<file path="config.mk">
export PLATFORM = sky130hd
export DESIGN_NAME = btb_predictor
export DESIGN_NICKNAME = d
export VERILOG_FILES = /design/src/rtl/btb_pkg.sv /design/src/rtl/btb_store.sv /design/src/rtl/btb_lookup.sv /design/src/rtl/btb_predictor.sv
export SDC_FILE = /design/constraint.sdc
export NUM_CORES = 1
export LEC_CHECK = 0
export BUFFER_PORTS_ARGS = -buffer_cell sky130_fd_sc_hd__buf_2
export CAP_MARGIN = 10
export CORE_UTILIZATION = 65
export CTS_CLUSTER_DIAMETER = 50
export DETAILED_ROUTE_END_ITERATION = 8
export PLACE_DENSITY_LB_ADDON = 0.15
export SYNTH_ARGS = -nofsm -noshare
export SYNTH_HDL_FRONTEND = slang
export SYNTH_SLANG_ARGS = --single-unit
</file>
<file path="constraint.sdc">
create_clock -name clk -period 13.3 [get_ports clk]
set_input_delay 2.66 -clock clk [delete_from_list [all_inputs] [get_ports clk]]
set_output_delay 2.66 -clock clk [all_outputs]
set_load 0.01 [all_outputs]
</file>
<file path="src/rtl/btb_pkg.sv">
package btb_pkg;

   // per-slot status bits kept apart from tag/target storage
   typedef struct packed {
      logic valid;
      logic taken;
   } btb_flags_t;

   localparam btb_flags_t BTB_FLAGS_CLEAR = '{valid: 1'b0, taken: 1'b0};

endpackage

</file>
<file path="src/rtl/btb_store.sv">
module btb_store
   import btb_pkg::*;
#(
   parameter int ENTRIES = 8,
   parameter int IDX_W   = 3,
   parameter int TAG_W   = 27,
   parameter int ADDR_W  = 32
) (
   input  logic                              clk,
   input  logic                              rst_n,
   input  logic                              wr_en,
   input  logic [IDX_W-1:0]                  wr_idx,
   input  logic [TAG_W-1:0]                  wr_tag,
   input  logic [ADDR_W-1:0]                 wr_target,
   input  logic                              wr_taken,
   output btb_flags_t [ENTRIES-1:0]          flags_o,
   output logic [ENTRIES-1:0][TAG_W-1:0]     tags_o,
   output logic [ENTRIES-1:0][ADDR_W-1:0]    targets_o
);

   for (genvar e = 0; e < ENTRIES; e++) begin : g_slot
      logic hit_wr;
      assign hit_wr = wr_en && (wr_idx == IDX_W'(e));

      always_ff @(posedge clk) begin
         if (!rst_n) begin
            flags_o[e]   <= BTB_FLAGS_CLEAR;
            tags_o[e]    <= '0;
            targets_o[e] <= '0;
         end else if (hit_wr) begin
            flags_o[e]   <= '{valid: 1'b1, taken: wr_taken};
            tags_o[e]    <= wr_tag;
            targets_o[e] <= wr_target;
         end
      end
   end

endmodule

</file>
<file path="src/rtl/btb_lookup.sv">
module btb_lookup
   import btb_pkg::*;
#(
   parameter int ENTRIES    = 8,
   parameter int IDX_W      = 3,
   parameter int TAG_W      = 27,
   parameter int ADDR_W     = 32,
   parameter bit ONEHOT_SEL = 1'b0
) (
   input  logic [IDX_W-1:0]               rd_idx,
   input  logic [TAG_W-1:0]               rd_tag,
   input  logic [ADDR_W-1:0]              seq_pc,
   input  btb_flags_t [ENTRIES-1:0]       flags_i,
   input  logic [ENTRIES-1:0][TAG_W-1:0]  tags_i,
   input  logic [ENTRIES-1:0][ADDR_W-1:0] targets_i,
   output logic                           hit_o,
   output logic                           taken_o,
   output logic [ADDR_W-1:0]              next_o
);

   btb_flags_t         sel_flags;
   logic [TAG_W-1:0]   sel_tag;
   logic [ADDR_W-1:0]  sel_target;

   if (ONEHOT_SEL) begin : g_onehot
      logic [ENTRIES-1:0] dec;
      always_comb begin
         sel_flags  = BTB_FLAGS_CLEAR;
         sel_tag    = '0;
         sel_target = '0;
         for (int e = 0; e < ENTRIES; e++) begin
            dec[e]     = (rd_idx == IDX_W'(e));
            sel_flags  = sel_flags  | (flags_i[e]   & {2{dec[e]}});
            sel_tag    = sel_tag    | (tags_i[e]    & {TAG_W{dec[e]}});
            sel_target = sel_target | (targets_i[e] & {ADDR_W{dec[e]}});
         end
      end
   end else begin : g_mux
      always_comb begin
         sel_flags  = flags_i[rd_idx];
         sel_tag    = tags_i[rd_idx];
         sel_target = targets_i[rd_idx];
      end
   end

   always_comb begin
      hit_o   = sel_flags.valid && (sel_tag == rd_tag);
      taken_o = hit_o && sel_flags.taken;
      next_o  = taken_o ? sel_target : seq_pc;
   end

endmodule

</file>
<file path="src/rtl/btb_predictor.sv">
module btb_predictor
   import btb_pkg::*;
#(
   parameter int PC_W        = 32,
   parameter int ENTRIES     = 8,
   parameter int INSTR_BYTES = 4,
   parameter bit ONEHOT_SEL  = 1'b0
) (
   input  logic            clk,
   input  logic            rst_n,
   input  logic [PC_W-1:0] fetch_pc,
   output logic [PC_W-1:0] next_pc,
   output logic            pred_hit,
   output logic            pred_taken,
   input  logic            upd_valid,
   input  logic [PC_W-1:0] upd_pc,
   input  logic            upd_taken,
   input  logic [PC_W-1:0] upd_target,
   input  logic            upd_mispredict
);

   localparam int OFS_W   = $clog2(INSTR_BYTES);
   localparam int IDX_W   = $clog2(ENTRIES);
   localparam int TAG_LSB = OFS_W + IDX_W;
   localparam int TAG_W   = PC_W - TAG_LSB;

   if (ENTRIES < 2 || (ENTRIES & (ENTRIES - 1)) != 0) begin : g_bad_entries
      $error("btb_predictor: ENTRIES must be a power of two, at least 2");
   end
   if (INSTR_BYTES < 1 || (INSTR_BYTES & (INSTR_BYTES - 1)) != 0) begin : g_bad_step
      $error("btb_predictor: INSTR_BYTES must be a power of two");
   end
   if (TAG_W < 1) begin : g_bad_width
      $error("btb_predictor: PC_W too narrow for index and offset");
   end

   btb_flags_t [ENTRIES-1:0]       flags;
   logic [ENTRIES-1:0][TAG_W-1:0]  tags;
   logic [ENTRIES-1:0][PC_W-1:0]   targets;

   logic [PC_W-1:0] upd_seq;
   logic [PC_W-1:0] wr_target;
   logic            wr_en;

   assign upd_seq   = upd_pc + PC_W'(INSTR_BYTES);
   assign wr_en     = upd_valid && upd_mispredict;
   assign wr_target = upd_taken ? upd_target : upd_seq;

   btb_store #(
      .ENTRIES (ENTRIES),
      .IDX_W   (IDX_W),
      .TAG_W   (TAG_W),
      .ADDR_W  (PC_W)
   ) u_store (
      .clk       (clk),
      .rst_n     (rst_n),
      .wr_en     (wr_en),
      .wr_idx    (upd_pc[OFS_W +: IDX_W]),
      .wr_tag    (upd_pc[PC_W-1:TAG_LSB]),
      .wr_target (wr_target),
      .wr_taken  (upd_taken),
      .flags_o   (flags),
      .tags_o    (tags),
      .targets_o (targets)
   );

   btb_lookup #(
      .ENTRIES    (ENTRIES),
      .IDX_W      (IDX_W),
      .TAG_W      (TAG_W),
      .ADDR_W     (PC_W),
      .ONEHOT_SEL (ONEHOT_SEL)
   ) u_lookup (
      .rd_idx    (fetch_pc[OFS_W +: IDX_W]),
      .rd_tag    (fetch_pc[PC_W-1:TAG_LSB]),
      .seq_pc    (fetch_pc + PC_W'(INSTR_BYTES)),
      .flags_i   (flags),
      .tags_i    (tags),
      .targets_i (targets),
      .hit_o     (pred_hit),
      .taken_o   (pred_taken),
      .next_o    (next_pc)
   );

endmodule

</file>
; Word level (Yosys, flattened, before mapping)
; Index checks and enable logic that the tools add are counted.
[totals]
ff_bits = 488
input_bits = 101
out_inout_bits = 34
word_cells = 63
[op_classes]
add_sub_neg = 2
order_cmp = 1
n_eq_ne = 8
n_mux = 8
n_reduce_logical = 12
[op_table]
columns = operator, n
row1 = binary-select mux 32 bit (select 3 bit), 1
row2 = two-way mux 32 bit, 3
row3 = binary-select mux 27 bit (select 3 bit), 1
row4 = "adder 32 x 3 -> 32 bit, second input constant", 2
row5 = equality test 27 bit, 1
row6 = two-way mux 27 bit, 1
row7 = "equality test 3 bit, second input constant", 4
row8 = logical AND 1 bit, 11
row9 = binary-select mux 2 bit (select 3 bit), 1
row10 = "equality test 3 x 2 -> 1 bit, second input constant", 2
row11 = "< comparator 3 x 4 -> 1 bit, second input constant", 1
row12 = "equality test 3 x 1 -> 1 bit, second input constant", 1
row13 = zero test 3 bit, 1
row14 = two-way mux 2 bit, 1

; Depth between registers and ports, before layout
; Gate-level depths: netlist of run 1.
[depth]
ltp_word = 6
ltp_mapped = 15
ltp_nobuf = 9

; Cells and area by module
; A second synthesis of run 1 with hierarchy kept.
[unflattened]
hier_cells = 2243
area_unflattened_um2 = 23636.4
[by_module_without_submodules]
columns = mod, n_inst, cells_each, area_per_inst_um2, seq_area_each_um2
row1 = btb_store, 1, 1648, 17679.5, 9769.4
row2 = btb_lookup, 1, 351, 4463.0, 0.0
row3 = btb_predictor, 1, 244, 1493.9, 0.0

; Worst setup path after synthesis of run 1
; OpenSTA, ideal clock, no wires.
[synth_path]
path_type = input port to output port
start = in fetch_pc[4]
end = out next_pc[9]
arrival_ns = 5.456
required_ns = 10.640
setup_slack_ns = 5.184
stages = 14
path_buffers = 5
path_cell_list = buf_6 -> buf_4 -> buf_2 -> mux4_2 -> mux2i_1 -> xor2_1 -> o211ai_1 -> or4_4 -> nor4_4 -> and2_1 -> buf_6 -> buf_12 -> nor2_2 -> a21oi_2
[synth_via]
elab_chain_cells = 6
elab_cells_between_ends = 11
cone_classes = add/sub (1) / eq/ne (1) / mux (7) / reduce/logical (2)
[synth_lines]
columns = element, line
row1 = from (decl), btb_predictor.sv:11  ; input logic [PC_W-1:0] fetch_pc,
row2 = binary-select mux 27 bit (select 3 bit), btb_lookup.sv:41  ; sel_tag = tags_i[rd_idx];
row3 = two-way mux 27 bit (not written as such), btb_lookup.sv:41
row4 = equality test 27 bit, btb_lookup.sv:47  ; hit_o = sel_flags.valid && (sel_tag == rd_tag);
row5 = logical AND 1 bit *, btb_lookup.sv:47
row6 = net pred_hit, btb_predictor.sv:13  ; output logic pred_hit,
row7 = logical AND 1 bit *, btb_lookup.sv:48  ; taken_o = hit_o && sel_flags.taken;
row8 = net pred_taken, btb_predictor.sv:14  ; output logic pred_taken,
row9 = two-way mux 32 bit *, btb_lookup.sv:49  ; next_o = taken_o ? sel_target : seq_pc;
row10 = to (decl), btb_predictor.sv:12  ; output logic [PC_W-1:0] next_pc,
; The timed path passes the listed nets; every way through them passes the cells marked *. The select of a mux whose other input is x is not followed.

; Final worst setup path of run 1
[layout_path]
start = in fetch_pc[3]
end = out next_pc[23]
[layout_via]
elab_chain_cells = 6
elab_cells_between_ends = 11
cone_classes = add/sub (1) / eq/ne (1) / mux (7) / reduce/logical (2)
[layout_lines]
columns = element, line
row1 = "parallel branches: the longest is 5 deep, another holds adder 32 x 3 -> 32 bit", n/a
row2 = two-way mux 32 bit *, btb_lookup.sv:49
; Every way passes the cells marked *. The select of a mux whose other input is x is not followed.

==> results of run 1 <==
power groups by stage:
stage / registers [mW] / clock network, mW / logic [mW]
6_report: 1.49 / 1.55 / 0.272
3_3_place_gp: 1.52 / 0 / 0.257
5_1_grt: 1.49 / 1.61 / 0.284
4_1_cts: 1.49 / 1.55 / 0.262
2_1_floorplan: 1.52 / 0 / 0.170
3_5_place_dp: 1.52 / 0 / 0.261
metrics by stage:
step	hold WS (ps)	area, µm²	setup slack [ps]	utilization
after CTS	464.6	25950	3143	0.7296
after global routing	482.5	25960	2818	0.7299
after global placement	441.3	24130	3287	0.6783
after floorplan	435.4	23550	5184	-
after detailed placement	454.6	24130	3158	0.6783
final	466.3	25980	3054	0.7303
placed cells by master, fill, tap and decap left out, types with 28 or more instances in the layout:
cell       synthesis  layout
clkbuf_16          0      55
mux2i_1           48      48
mux4_2           104     104
o21ai_1           29      29
and2_1            32      30
a21oi_1           28      28
o211a_1           40      40
xor2_1            34      34
xnor2_1           43      43
dfxtp_1          488     488
buf_2             20     130
a21boi_0         440     440
nand2_1          994     986
cell usage after synthesis (2+ instances only):
master    instances  share of area
and2_1           32         0.0085
a31oi_1           3        0.00080
a21oi_2           3         0.0011
inv_2             2        0.00032
o22ai_1           4         0.0011
nand3_1          21         0.0045
and4_1            4         0.0015
ha_1              7         0.0037
nand2_1         994           0.16
mux4_1            2         0.0022
clkbuf_1        188          0.030
o211a_1          40          0.017
a21oi_1          28         0.0060
nor3_1            6         0.0013
mux2_2           10         0.0048
dfxtp_1         488           0.41
nor2_2            3        0.00080
xnor2_1          43          0.016
buf_4             3        0.00096
a221oi_1          2        0.00074
a211oi_1         24         0.0077
xor2_1           34          0.013
inv_1             7         0.0011
and3_1           16         0.0043
buf_6             3         0.0014
nand2b_1          3        0.00080
mux4_2          104          0.099
o211ai_1          2        0.00064
o21ai_1          29         0.0062
buf_2            20         0.0043
o221ai_1          4         0.0015
mux2i_1          48          0.020
buf_1            18         0.0029
or4_1             4         0.0013
o21a_1            9         0.0029
a21boi_0        440           0.14
nand4_1          10         0.0027
nor2_1           22         0.0035
a22oi_1           9         0.0029
nor2b_1           5         0.0013
nor4_1            6         0.0016
worst paths after layout:
kind / start / to / slack, ps / cells past startpoint
max: fetch_pc[3] / next_pc[23] / 3050 / 12
max reg2reg: u_store.targets_o[28] / u_store.targets_o[28] / 12550 / 2
min reg2reg: u_store.flags_o[3] / u_store.flags_o[3] / 470 / 1
min: u_store.flags_o[3] / u_store.flags_o[3] / 470 / 1
registers in the layout (all words and copies together) (netlist names):
| name | flops |
|---|---|
| u_store.targets_o | 256 |
| u_store.tags_o | 216 |
| u_store.flags_o | 16 |
cells by family after synthesis:
kind of cell	after synthesis	share of synthesized area
fa+ha+maj	7	0.003719
simple gates	1135	0.1945
flops	488	0.4149
buf+inv	242	0.04177
mux	164	0.1269
xor+xnor	77	0.02864
compound gates	599	0.1895
layer usage:
layer | routed length [µm] | GRT usage | vias to the layer above
li1 | - | - | 9158
met1 | 28890 | 0.5355 | 9996
met2 | 34350 | 0.6320 | 1222
met3 | 9490 | 0.1102 | 297
met4 | 4471 | 0.2571 | 8
met5 | 167 | 0.02610 | -
critical path, stage by stage:
cell,delay (ps)
buf_6,630
buf_4,480
mux4_2,570
mux2i_1,350
xnor2_1,150
nor4b_1,310
nor4b_2,240
nand4_1,890
buf_4,610
a211oi_1,280
a21oi_1,70
buf_2,150
cell type report:
cell class / count / area (µm²)
diodes: 10 / 25.02
flip-flops and latches: 488 / 9769
clock buffers: 78 / 1543
repair buffers: 161 / 910.9
fillers: 2682 / 9592
inverters: 9 / 33.78
well taps: 461 / 576.8
multi-input cells: 1982 / 12840
clock inverters: 20 / 282.8
==> results.yml, run 1 <==
logic_synthesis:
  syn-num-nets: 2820
  netlist_instances: 2712
  synth_cell_types: 53
  yosys_warnings: 0
  ys_ff_latch: 488
  syn-cell-area_um2: 23550
  synth_edf_count: 0
  synth_flop_cell: "dfxtp_1"
  yosysSeqAreaShare: 0.4149
  avgSynthCellArea_um2: 8.682
  synthArstFlopShare: 0
global_route:
  antenna_found_initial: 10
  grt_usage: 0.4192
  grt_pass1_vias: 19835
  overflow: 0
  grt_first_pass_wirelength_um: 115800
  grt_max_degree: 254
power:
  p_sw_uw: 812.1
  power_density_nw_per_um2: 127.4
  ir_worst_vdd_mv: 0.1266
  power.leakage_nw: 9.329
  p_sw_frac: 0.2453
  intPower_mw: 2.498
  seqPwrFrac: 0.451
  p_total_mw: 3.310
  pwr-share-clk: 0.467
  p_comb_frac: 0.082
floorplanning:
  die_area_um2: 36990
  num_rows: 69
  core_area_um2: 35570
  die_h_um: 192.3
  io_pins: 135
  fp.dieW_um: 192.3
  initial_utilization: 0.6620
layout:
  areaGrowthSynthToFinish_pct: 10.32
  final_nets: 2803
  layout-drive-gt1-share: 0.1421
  fin_cells: 3209
cts:
  numCtsBuffers: 53
  clock_sinks: 488
  clock_latency_ps: 600
  htree_levels: 2
  post_cts_resized: 0
  cts_root_buf: "clkbuf_16"
  cts_setup_buffers: 0
  clock_path_buffers: 3
  cts_tree: "done"
  ctsHoldBuffers: 0
  cts.clk_slew.worst_paths_ps: 60
setup_path:
  critPathKind: "in -> out"
  arrival_ps: 7590
  required_ps: 10640
  cp_max_fo: 72
  worstSetupEndpointType: "primary output"
  startpoint_type: "primary input"
placement:
  gp_congestion: 0.9594
  io_buffers: 134
  dp_cells: 3101
  dp_hpwl_um: 46600
sta:
  fin_crit_sh: 0.7704
  drv_slew: 0
  min_period_ps: 10250
  worstMarginPinSlew_ps: 1173
  fmax_ghz: 0.09760
  timing.setup.tns_ps: 0
  max_slew_margin: 0.2180
  grt_setup_unrepaired: "no"
  clock_skew_ps: 0
  setup-violations-final: 0
  hold_violations: 0
drt:
  antenna_left: 0
  first_iter_violations: 2236
  drc: 0
  routed_via_density: 6.445
  wl_per_cell_um: 24.11
  first_pass_iters: 9
  vias: 20681
  postRouteWirelength_um: 77370
flow_run:
  drv_cap: 0
run_status:
  status: "complete, no violations"
hold_path:
  hp-class: "reg -> reg"
Power figures use the tool's default switching activity.
==> inputs of run 2 (changes only) <==
--- a/config.mk
+++ b/config.mk
@@ -7,7 +7,7 @@
 export LEC_CHECK = 0
 export BUFFER_PORTS_ARGS = -buffer_cell sky130_fd_sc_hd__buf_2
 export CAP_MARGIN = 10
-export CORE_UTILIZATION = 65
+export CORE_UTILIZATION = 61
 export CTS_CLUSTER_DIAMETER = 50
 export DETAILED_ROUTE_END_ITERATION = 8
 export PLACE_DENSITY_LB_ADDON = 0.15
==> constraint.sdc (replaced) <==
create_clock -name clk -period 9.6 [get_ports clk]
set_input_delay 1.92 -clock clk [delete_from_list [all_inputs] [get_ports clk]]
set_output_delay 1.92 -clock clk [all_outputs]
set_load 0.01 [all_outputs]
==> results.yml, run 2 (synthesized netlist as in run 1, its figures left out) <==
setup_path:
  required_ps: 7680
  arrival_ps: 6100
  cp_max_fo: 54
  worstSetupEndpointType: "primary output"
  critPathKind: "in -> out"
  startpoint_type: "primary input"
power:
  p_sw_mw: 1.125
  p_total_mw: 4.596
  seqPwrFrac: 0.450
  p_comb_frac: 0.082
  power.leakage_nw: 9.341
  ir_worst_vdd_mv: 0.1603
  pwr-share-clk: 0.468
  intPower_mw: 3.471
  p_sw_frac: 0.2448
  power_density_nw_per_um2: 176.4
placement:
  gp_congestion: 0.9535
  dp_hpwl_um: 46900
  pre_cts_slack_ps: 1607
  placed_area_um2: 24210
  io_buffers: 134
layout:
  multi_input_area_um2: 12840
  regMostFlops: "u_store.targets_o"
  largest_register_ffs: 256
  n_fill_cell: 3025
  reg.largest.list: "u_store.targets_o: 256 flops, u_store.tags_o: 216 flops, u_store.flags_o: 16 flops"
  final_nets: 2803
  final_area_um2: 26060
  areaGrowthSynthToFinish_pct: 10.67
  layout-drive-gt1-share: 0.1429
  final_common_cell: "nand2_1"
  regArea_um2: 9769
  final_cell_mix: "nand2_1 (986), dfxtp_1 (488), a21boi_0 (440)"
cts:
  cts_root_buf: "clkbuf_16"
  cts.clk_slew.worst_paths_ps: 60
  clock_latency_ps: 600
  cts_tree: "done"
  cts_setup_buffers: 0
  numCtsBuffers: 52
  htree_levels: 2
  clock_path_buffers: 3
  clock_sinks: 488
  post_cts_resized: 0
  ctsHoldBuffers: 0
drt:
  first_pass_iters: 8
  antenna_left: 0
  wl_per_cell_um: 23.97
  vias: 20433
  postRouteWirelength_um: 78100
  drc: 0
  routed_via_density: 6.272
  first_iter_violations: 2229
global_route:
  grt_pass1_vias: 19477
  antenna_found_initial: 15
  grt_usage: 0.3978
  grt_max_degree: 276
  overflow: 0
  grt_first_pass_wirelength_um: 116900
sta:
  hold_violations: 0
  max_slew_margin: 0.2357
  worstMarginPinSlew_ps: 1146
  clock_skew_ps: 0
  min_period_ps: 8016
  grt_setup_unrepaired: "no"
  setup-violations-final: 0
  fin_crit_sh: 0.8350
  timing.setup.tns_ps: 0
  drv_slew: 0
  fmax_ghz: 0.1248
  fin_ws_ps: 1584
floorplanning:
  core_area_um2: 37840
  fp.dieW_um: 198.5
  num_rows: 71
  io_pins: 135
  die_area_um2: 39390
  initial_utilization: 0.6222
  die_h_um: 198.5
hold_path:
  hp-class: "reg -> reg"
run_status:
  status: "complete, no violations"
flow_run:
  drv_cap: 0
run 2: cell count changes in the layout (fill, tap and decap cells not counted):
| cell | delta |
|---|---|
| clkinv_2 | +3 |
| clkbuf_16 | -2 |
| inv_6 | -2 |
| clkinv_4 | +1 |
| clkbuf_1 | -4 |
| inv_8 | -1 |
| buf_12 | +1 |
| diode_2 | +1 |
| inv_16 | +1 |
| clkbuf_8 | -1 |
| bufinv_16 | +2 |
run 2: path summary, 6_finish.rpt:
path	start	end	slack (ps)	depth (start not counted)
worst max-delay path	fetch_pc[3]	next_pc[6]	1580	11
worst min-delay path	u_store.targets_o[82]	u_store.targets_o[82]	460	2
worst max register to register	u_store.tags_o[41]	u_store.tags_o[41]	8860	2
worst min register to register	u_store.targets_o[82]	u_store.targets_o[82]	460	2
run 2: per-stage QoR:
| step | hold WS (ps) | std cells | util |
|---|---|---|---|
| 6_report | 463.5 | 3258 | 0.6886 |
| 5_1_grt | 476.3 | 3253 | 0.6883 |
| 4_1_cts | 463.8 | 3247 | 0.6879 |
| 3_5_place_dp | 455.6 | 3152 | 0.6397 |
| 3_3_place_gp | 441.9 | 3152 | 0.6397 |
| 2_1_floorplan | 435.4 | 2712 | - |
run 2: routing by layer:
metal | track usage | share of wire
met2 | 0.6103 | 0.45
met3 | 0.08240 | 0.11
met1 | 0.5198 | 0.38
met5 | 0 | 0.00055
met4 | 0.2345 | 0.056
run 2: final cells by class:
class	count	area share
Multi-Input combinational cell	1982	0.4926
Clock inverter	24	0.01373
Timing Repair Buffer	162	0.03572
Tap cell	511	0.02454
Clock buffer	71	0.05618
Antenna cell	11	0.001056
Inverter	9	0.001296
Sequential cell	488	0.3749
run 2: power groups by stage:
stage | registers, mW | clock network (mW) | logic, mW
2_1_floorplan | 2.11 | 0 | 0.235
3_3_place_gp | 2.11 | 0 | 0.362
3_5_place_dp | 2.11 | 0 | 0.367
4_1_cts | 2.07 | 2.15 | 0.368
5_1_grt | 2.07 | 2.24 | 0.397
6_report | 2.07 | 2.15 | 0.379
run 2: worst max-delay path, stage by stage:
cell      delay (ps)
buf_6            490
mux4_1           630
mux2i_1          220
xnor2_1          110
or4_1            550
or4_4            450
nor4_4           360
and2_1           810
a31oi_1          220
o211ai_2         120
buf_2            160
